===== src/rtl/pgwr_pkg.sv =====
package pgwr_pkg;

    typedef enum logic [2:0] {
        ST_IDLE   = 3'd0,
        ST_FILL   = 3'd1,
        ST_HOLD   = 3'd2,
        ST_COMMIT = 3'd3,
        ST_WAIT   = 3'd4
    } pg_state_t;

endpackage


===== src/rtl/pgwr_buffer.sv =====
module pgwr_buffer #(
    parameter int DATA_W = 8,
    parameter int IDX_W  = 4
) (
    input  logic              clk,
    input  logic              rst_n,
    input  logic              clr,
    input  logic              wr_en,
    input  logic [IDX_W-1:0]  wr_idx,
    input  logic [DATA_W-1:0] wr_data,
    input  logic [IDX_W-1:0]  rd_idx,
    output logic [DATA_W-1:0] rd_data,
    output logic              rd_valid
);
    localparam int DEPTH = 1 << IDX_W;

    logic [DATA_W-1:0] slot_q  [DEPTH];
    logic [DEPTH-1:0]  filled_q;

    // Slot storage: a clear and a write in the same cycle leave only the new slot marked.
    always_ff @(posedge clk or negedge rst_n) begin
        if (!rst_n) begin
            filled_q <= '0;
            for (int i = 0; i < DEPTH; i++) slot_q[i] <= '0;
        end else begin
            if (clr) filled_q <= '0;
            if (wr_en) begin
                filled_q[wr_idx] <= 1'b1;
                slot_q[wr_idx]   <= wr_data;
            end
        end
    end

    // Read port: one mux per data bit, built by generate.
    for (genvar b = 0; b < DATA_W; b++) begin : g_rd
        logic [DEPTH-1:0] column;
        for (genvar s = 0; s < DEPTH; s++) begin : g_col
            assign column[s] = slot_q[s][b];
        end
        assign rd_data[b] = column[rd_idx];
    end

    assign rd_valid = filled_q[rd_idx];

endmodule


===== src/rtl/pgwr_timer.sv =====
module pgwr_timer #(
    parameter int LIMIT = 250000
) (
    input  logic                     clk,
    input  logic                     rst_n,
    input  logic                     run,
    output logic [$clog2(LIMIT)-1:0] count,
    output logic                     last
);
    localparam int CW = $clog2(LIMIT);
    localparam logic [CW-1:0] END_VAL = CW'(LIMIT - 1);

    always_ff @(posedge clk or negedge rst_n) begin
        if (!rst_n)       count <= '0;
        else if (!run)    count <= '0;
        else if (!last)   count <= count + 1'b1;
    end

    assign last = run && (count == END_VAL);

endmodule


===== src/rtl/pgwr_ctrl.sv =====
module pgwr_ctrl
    import pgwr_pkg::*;
#(
    parameter int ADDR_W = 10,
    parameter int IDX_W  = 4
) (
    input  logic                    clk,
    input  logic                    rst_n,
    input  logic                    byte_vld,
    input  logic [ADDR_W-1:0]       start_addr,
    input  logic                    stop_stb,
    input  logic                    abort_stb,
    input  logic                    inhibit,
    input  logic [IDX_W-1:0]        scan_idx,
    input  logic                    tmr_last,
    output logic                    buf_clr,
    output logic                    buf_wr,
    output logic [IDX_W-1:0]        buf_idx,
    output logic [ADDR_W-IDX_W-1:0] page_hi,
    output logic                    scan_on,
    output logic                    busy
);
    localparam int HI_W = ADDR_W - IDX_W;

    pg_state_t        state, nxt;
    logic [IDX_W-1:0] nib_q;
    logic [HI_W-1:0]  page_q;
    logic             take_first, take_next;

    // State register
    always_ff @(posedge clk or negedge rst_n) begin
        if (!rst_n) state <= ST_IDLE;
        else        state <= nxt;
    end

    // Next-state logic
    always_comb begin
        nxt = state;
        unique case (state)
            ST_IDLE: begin
                if (byte_vld && !abort_stb) nxt = inhibit ? ST_HOLD : ST_FILL;
            end
            ST_FILL: begin
                if (abort_stb)     nxt = ST_IDLE;
                else if (inhibit)  nxt = stop_stb ? ST_IDLE : ST_HOLD;
                else if (stop_stb) nxt = ST_COMMIT;
            end
            ST_HOLD: begin
                if (abort_stb || stop_stb) nxt = ST_IDLE;
            end
            ST_COMMIT: begin
                if (inhibit)              nxt = ST_IDLE;
                else if (scan_idx == '1)  nxt = ST_WAIT;
            end
            ST_WAIT: begin
                if (inhibit || tmr_last) nxt = ST_IDLE;
            end
            default: nxt = ST_IDLE;
        endcase
    end

    // Output logic
    always_comb begin
        take_first = 1'b0;
        take_next  = 1'b0;
        scan_on    = 1'b0;
        busy       = 1'b0;
        buf_idx    = nib_q;
        unique case (state)
            ST_IDLE: begin
                take_first = byte_vld && !abort_stb && !inhibit;
                buf_idx    = start_addr[IDX_W-1:0];
            end
            ST_FILL: begin
                take_next = byte_vld && !abort_stb && !inhibit && !stop_stb;
            end
            ST_HOLD: ;
            ST_COMMIT: begin
                scan_on = 1'b1;
                busy    = 1'b1;
            end
            ST_WAIT: begin
                busy = 1'b1;
            end
            default: ;
        endcase
        buf_clr = take_first;
        buf_wr  = take_first || take_next;
    end

    // Page and slot pointers
    always_ff @(posedge clk or negedge rst_n) begin
        if (!rst_n) begin
            nib_q  <= '0;
            page_q <= '0;
        end else if (take_first) begin
            page_q <= start_addr[ADDR_W-1:IDX_W];
            nib_q  <= start_addr[IDX_W-1:0] + 1'b1;
        end else if (take_next) begin
            nib_q  <= nib_q + 1'b1;
        end
    end

    assign page_hi = page_q;

endmodule


===== src/rtl/pgwr_commit.sv =====
module pgwr_commit #(
    parameter int ADDR_W     = 10,
    parameter int DATA_W     = 8,
    parameter int IDX_W      = 4,
    parameter int TWR_CYCLES = 250000
) (
    input  logic              clk,
    input  logic              rst_n,
    input  logic              byte_vld,
    input  logic [DATA_W-1:0] byte_data,
    input  logic [ADDR_W-1:0] start_addr,
    input  logic              stop_stb,
    input  logic              abort_stb,
    input  logic              wp,
    input  logic              lv_inhibit,
    output logic              busy,
    output logic              cm_vld,
    output logic [ADDR_W-1:0] cm_addr,
    output logic [DATA_W-1:0] cm_data
);
    localparam int HI_W = ADDR_W - IDX_W;
    localparam int CW   = $clog2(TWR_CYCLES);

    logic                inhibit;
    logic                buf_clr, buf_wr, scan_on, busy_i, tmr_last, rd_valid;
    logic [IDX_W-1:0]    buf_idx, scan_idx;
    logic [HI_W-1:0]     page_hi;
    logic [CW-1:0]       tmr_cnt;
    logic [DATA_W-1:0]   rd_data;

    assign inhibit  = wp || lv_inhibit;
    assign scan_idx = tmr_cnt[IDX_W-1:0];

    pgwr_ctrl #(.ADDR_W(ADDR_W), .IDX_W(IDX_W)) u_ctrl (
        .clk        (clk),
        .rst_n      (rst_n),
        .byte_vld   (byte_vld),
        .start_addr (start_addr),
        .stop_stb   (stop_stb),
        .abort_stb  (abort_stb),
        .inhibit    (inhibit),
        .scan_idx   (scan_idx),
        .tmr_last   (tmr_last),
        .buf_clr    (buf_clr),
        .buf_wr     (buf_wr),
        .buf_idx    (buf_idx),
        .page_hi    (page_hi),
        .scan_on    (scan_on),
        .busy       (busy_i)
    );

    pgwr_buffer #(.DATA_W(DATA_W), .IDX_W(IDX_W)) u_buf (
        .clk      (clk),
        .rst_n    (rst_n),
        .clr      (buf_clr),
        .wr_en    (buf_wr),
        .wr_idx   (buf_idx),
        .wr_data  (byte_data),
        .rd_idx   (scan_idx),
        .rd_data  (rd_data),
        .rd_valid (rd_valid)
    );

    pgwr_timer #(.LIMIT(TWR_CYCLES)) u_tmr (
        .clk   (clk),
        .rst_n (rst_n),
        .run   (busy_i),
        .count (tmr_cnt),
        .last  (tmr_last)
    );

    assign busy    = busy_i;
    assign cm_vld  = scan_on && rd_valid && !inhibit;
    assign cm_addr = {page_hi, scan_idx};
    assign cm_data = rd_data;

endmodule


===== config.mk =====
export PLATFORM = sky130hd
export DESIGN_NAME = pgwr_commit
export DESIGN_NICKNAME = d
export VERILOG_FILES = /design/src/rtl/pgwr_pkg.sv /design/src/rtl/pgwr_buffer.sv /design/src/rtl/pgwr_timer.sv /design/src/rtl/pgwr_ctrl.sv /design/src/rtl/pgwr_commit.sv
export SDC_FILE = /design/constraint.sdc
export NUM_CORES = 1
export LEC_CHECK = 0
export BUFFER_PORTS_ARGS = -buffer_cell sky130_fd_sc_hd__buf_2
export CAP_MARGIN = 25
export CORE_MARGIN = 4
export CORE_UTILIZATION = 45
export DETAILED_ROUTE_END_ITERATION = 10
export PLACE_DENSITY = 0.67
export SLEW_MARGIN = 0
export SYNTH_ARGS = -nofsm -noshare
export SYNTH_HDL_FRONTEND = slang
export SYNTH_HIERARCHICAL = 1
export SYNTH_SLANG_ARGS = --single-unit

===== constraint.sdc =====
create_clock -name clk -period 2.69 [get_ports clk]
set_input_delay 0.4035 -clock clk [delete_from_list [all_inputs] [get_ports clk]]
set_output_delay 0.4035 -clock clk [all_outputs]
set_load 0.02 [all_outputs]

==> metrics.md <==
| Metric | Value |
|---|---|
| Path type of the worst setup path | register to output pin |
| WHS | -0.0130 ns |
| Clk slew on worst S/H paths | ~0.060 ns |
| Detailed Route Iter0 Violations | approximately 280 |
| Port bufs | between 40 and 50 |
| Worst Max-Slew Pin Slew | between 0.6 and 0.7 ns |
| Most frequent cells in the layout | dfrtp_1, mux2_2, buf_2, mux4_2, buf_4 |
| TritonCTS Sinks | between 150 and 200 |
| Synth warn | 6 |
| VDD IR max | roughly 0.50 mV |
| Post-synth EDFFs | 0 |
| Chip width | between 100 and 150 um |
| Vias/cell | ~5.8 |
| Power Dens Cells | approximately 670 mW/mm2 |
| XOR/XNOR Fraction of Synth Area | between 1 and 1.5% |
| First-pass GRT wire length | about 30,000 um |
| Max-cap viol count | 0 |
| Violated checks | hold timing |
| CTS Buffer Depth | 2 |
| Crit end category | output pin |
| Max-slew violations | 0 |
| Avg WL per Cell | 20.9 um |
| RSZ-0062 raised after global routing | true |
| Pre-CTS setup slack | -0.292 ns |
| Status | finished with violations |
| Starting Density | between 40% and 50% |
| CTS tree | done |
| Final setup viols | 0 |
| Min cycle time layout | between 2 and 3 ns |
| Syn Std Cell Area | between 0.008 and 0.009 mm2 |
| Dpl hpwl | about 12,000 um |
| Final #Nets | 692 |
| Worst setup margin | 0.0355 ns |
| Die Y | between 100 and 150 um |
| Worst r2r src | u_ctrl/state[2] |
| Main synth FF type | dfrtp_1 |
| Gpl congestion | a little over 0.8 |
| Antenna Cells | 0 |
| Setup TNS | 0 ns |
| Setup Skew | approximately 0.0057 ns |
| Synth Instances | 586 |
| Worst-skew pair later-pin latency | ~0.42 ns |
| DRT Wirelength | 18,900 um |
| Startpoint Class | register |
| Vias in the first global route | 5,595 |
| Synth Area in Simple Gates | slightly above 8% |
| Yosys reg bits | around 180 |
| Antenna violations before repair | 0 |
| DRC | 0 |
| DIE AREA | between 0.02 and 0.025 mm2 |
| Root buffer cell | clkbuf_16 |
| Routed vias | 5,220 |
| Slew HR | between 50% and 60% |
| R2R setup slack | about 0.20 ns |
| Mux contribution to synthesized area | between 30% and 40% |
| Gr ovfl total | 0 |
| F_max | 0.377 GHz |
| Largest net degree at the start of global routing | 68 |
| Yosys cell types | 57 |
| Tcrit/Tclk final | about 100% |
| CP Max Fanout | 6 |
| Ports | 45 |
| DRT Pass-1 Iters | 5 |
| Leak | about 4.6 nW |
| Reg2reg end | u_buf/g_rd[0].column[12] |
| Hold Path Class | primary input to asynchronous set/reset pin |
| Most common cell after layout, fill and taps aside | dfrtp_1 |
| Crit path DAT | 2.25 ns |
| CTS buffer count | 17 |
| Synth Area in Compound Gates | just under 5% |
| Worst-case reg-to-reg path depth | 7 |
| # hold bufs at CTS | 0 |
| H-tree levels | 4 |
| Synth top area cells | dfrtp_1, mux2_2, mux4_2, a22oi_1, mux2_4 |
| Hold Violations, Final | 7 |
| Layout cell share with drive strength beyond 1 | approximately 49% |
| Largest area contributor in the netlist | dfrtp_1 |
| DRT antenna net count | 0 |
| Post-Syn Area per Cell | around 14 um2 |
| Synthesized Nets | roughly 610 |
| Area growth, synth to finish | 19.7% |
| # rows | between 40 and 50 |
| Fraction of registers with async set/reset | between 90% and 100% |
| Synth Area in Adders | 0.303% |
| Largest family of logic cells by synthesized area | multiplexers |
| Aggregate global-route resource usage | 19.0% |
| Layout Utilization | a little over half |
| Req. time, crit path | ~2.3 ns |
| Yosys top cell area share | between 50 and 60% |
| Share of the yosys chip area belonging to registers | a little over half |
| Core Box Area | 0.0180 mm2 |
## timing repair
item | 4_1_cts | 5_1_grt
pin swaps | 1 | 0
resized for setup | 6 | 7
endpoints found under the setup margin | 9 | 7
cloned | 0 | 2
setup buffers | 2 | 3
## critical path: stages, from the launching register on
cell,delay (ns)
dfrtp_2,0.49
buf_4,0.16
mux4_2,0.48
a22oi_1,0.22
nand2_1,0.11
and4bb_2,0.23
buf_2,0.15
## logic make-up (layout without fill, tap and decap cells)
| group | Yosys count | after routing |
|---|---|---|
| xor+xnor | 13 | 13 |
| mux | 183 | 183 |
| flops | 175 | 175 |
| fa+ha+maj | 2 | 2 |
| simple gates | 113 | 113 |
| buf+inv | 42 | 134 |
| compound gates | 58 | 58 |
## worst max-delay path by stage
stage                    from                        to  slack (ns)  cells after the start
2_1_floorplan      lv_inhibit           u_ctrl/nib_q[2]       -0.04                      9
3_3_place_gp       lv_inhibit  u_buf/g_rd[4].column[12]       -0.15                      9
3_5_place_dp       lv_inhibit  u_buf/g_rd[0].column[12]       -0.29                      9
4_1_cts        u_tmr/count[0]                cm_data[0]      -0.005                      6
5_1_grt        u_tmr/count[0]                    cm_vld       -0.04                      6
6_report       u_tmr/count[0]                    cm_vld        0.04                      6
## cells in the mapped netlist, types with 7 or more instances
library cell,n
a22oi_1,18
a21oi_1,8
nor3_1,8
buf_2,8
nand2b_1,7
inv_1,11
mux2_4,8
nor2_2,9
o21ai_0,7
nand2_1,22
mux2_2,134
dfrtp_1,175
nand3_1,8
a21o_1,11
nor2_1,19
mux4_2,36
xnor2_1,9
clkbuf_1,15
## power by group
group	total, W	switching [W]	internal (W)
clock	0.00258	0.00105	0.00154
sequential	0.00315	0.000184	0.00297
combinational	0.000928	0.000412	0.000516
## stage by stage
stage | hold WS [ns] | cell area [um2] | total power [W] | instances
detailed placement | 0.457 | 9140 | 0.00411 | 868
finish | -0.0130 | 9890 | 0.00666 | 907
global placement | 0.441 | 9140 | 0.00403 | 868
CTS | 0.00786 | 9800 | 0.00672 | 902
global route | 0.0164 | 9890 | 0.00696 | 907
floorplan | 0.108 | 8280 | 0.00379 | 586
## layout make-up
class | instances | area (um2)
fillers | 1478 | 8130
flip-flops and latches | 175 | 4380
multi-input cells | 369 | 3760
clock buffers | 20 | 457
repair buffers | 90 | 792
clock inverters | 12 | 169
inverters | 12 | 45.0
well taps | 229 | 287
## sequential cells by signal, indices dropped and copies added (netlist names)
register	cells
u_ctrl/nib_q	4
u_buf/g_rd.column	128
u_tmr/count	18
u_ctrl/state	3
u_ctrl/page_hi	6
u_buf/filled_q	16
## per-layer routing
layer	part of all wire [%]	global-route usage, %	wire length, um
met3	4.0	4.23	753
met5	0	0	0
met4	0.96	4.01	181
met1	44	25.5	8350
met2	51	32.2	9640
Power figures use the tool's default switching activity.
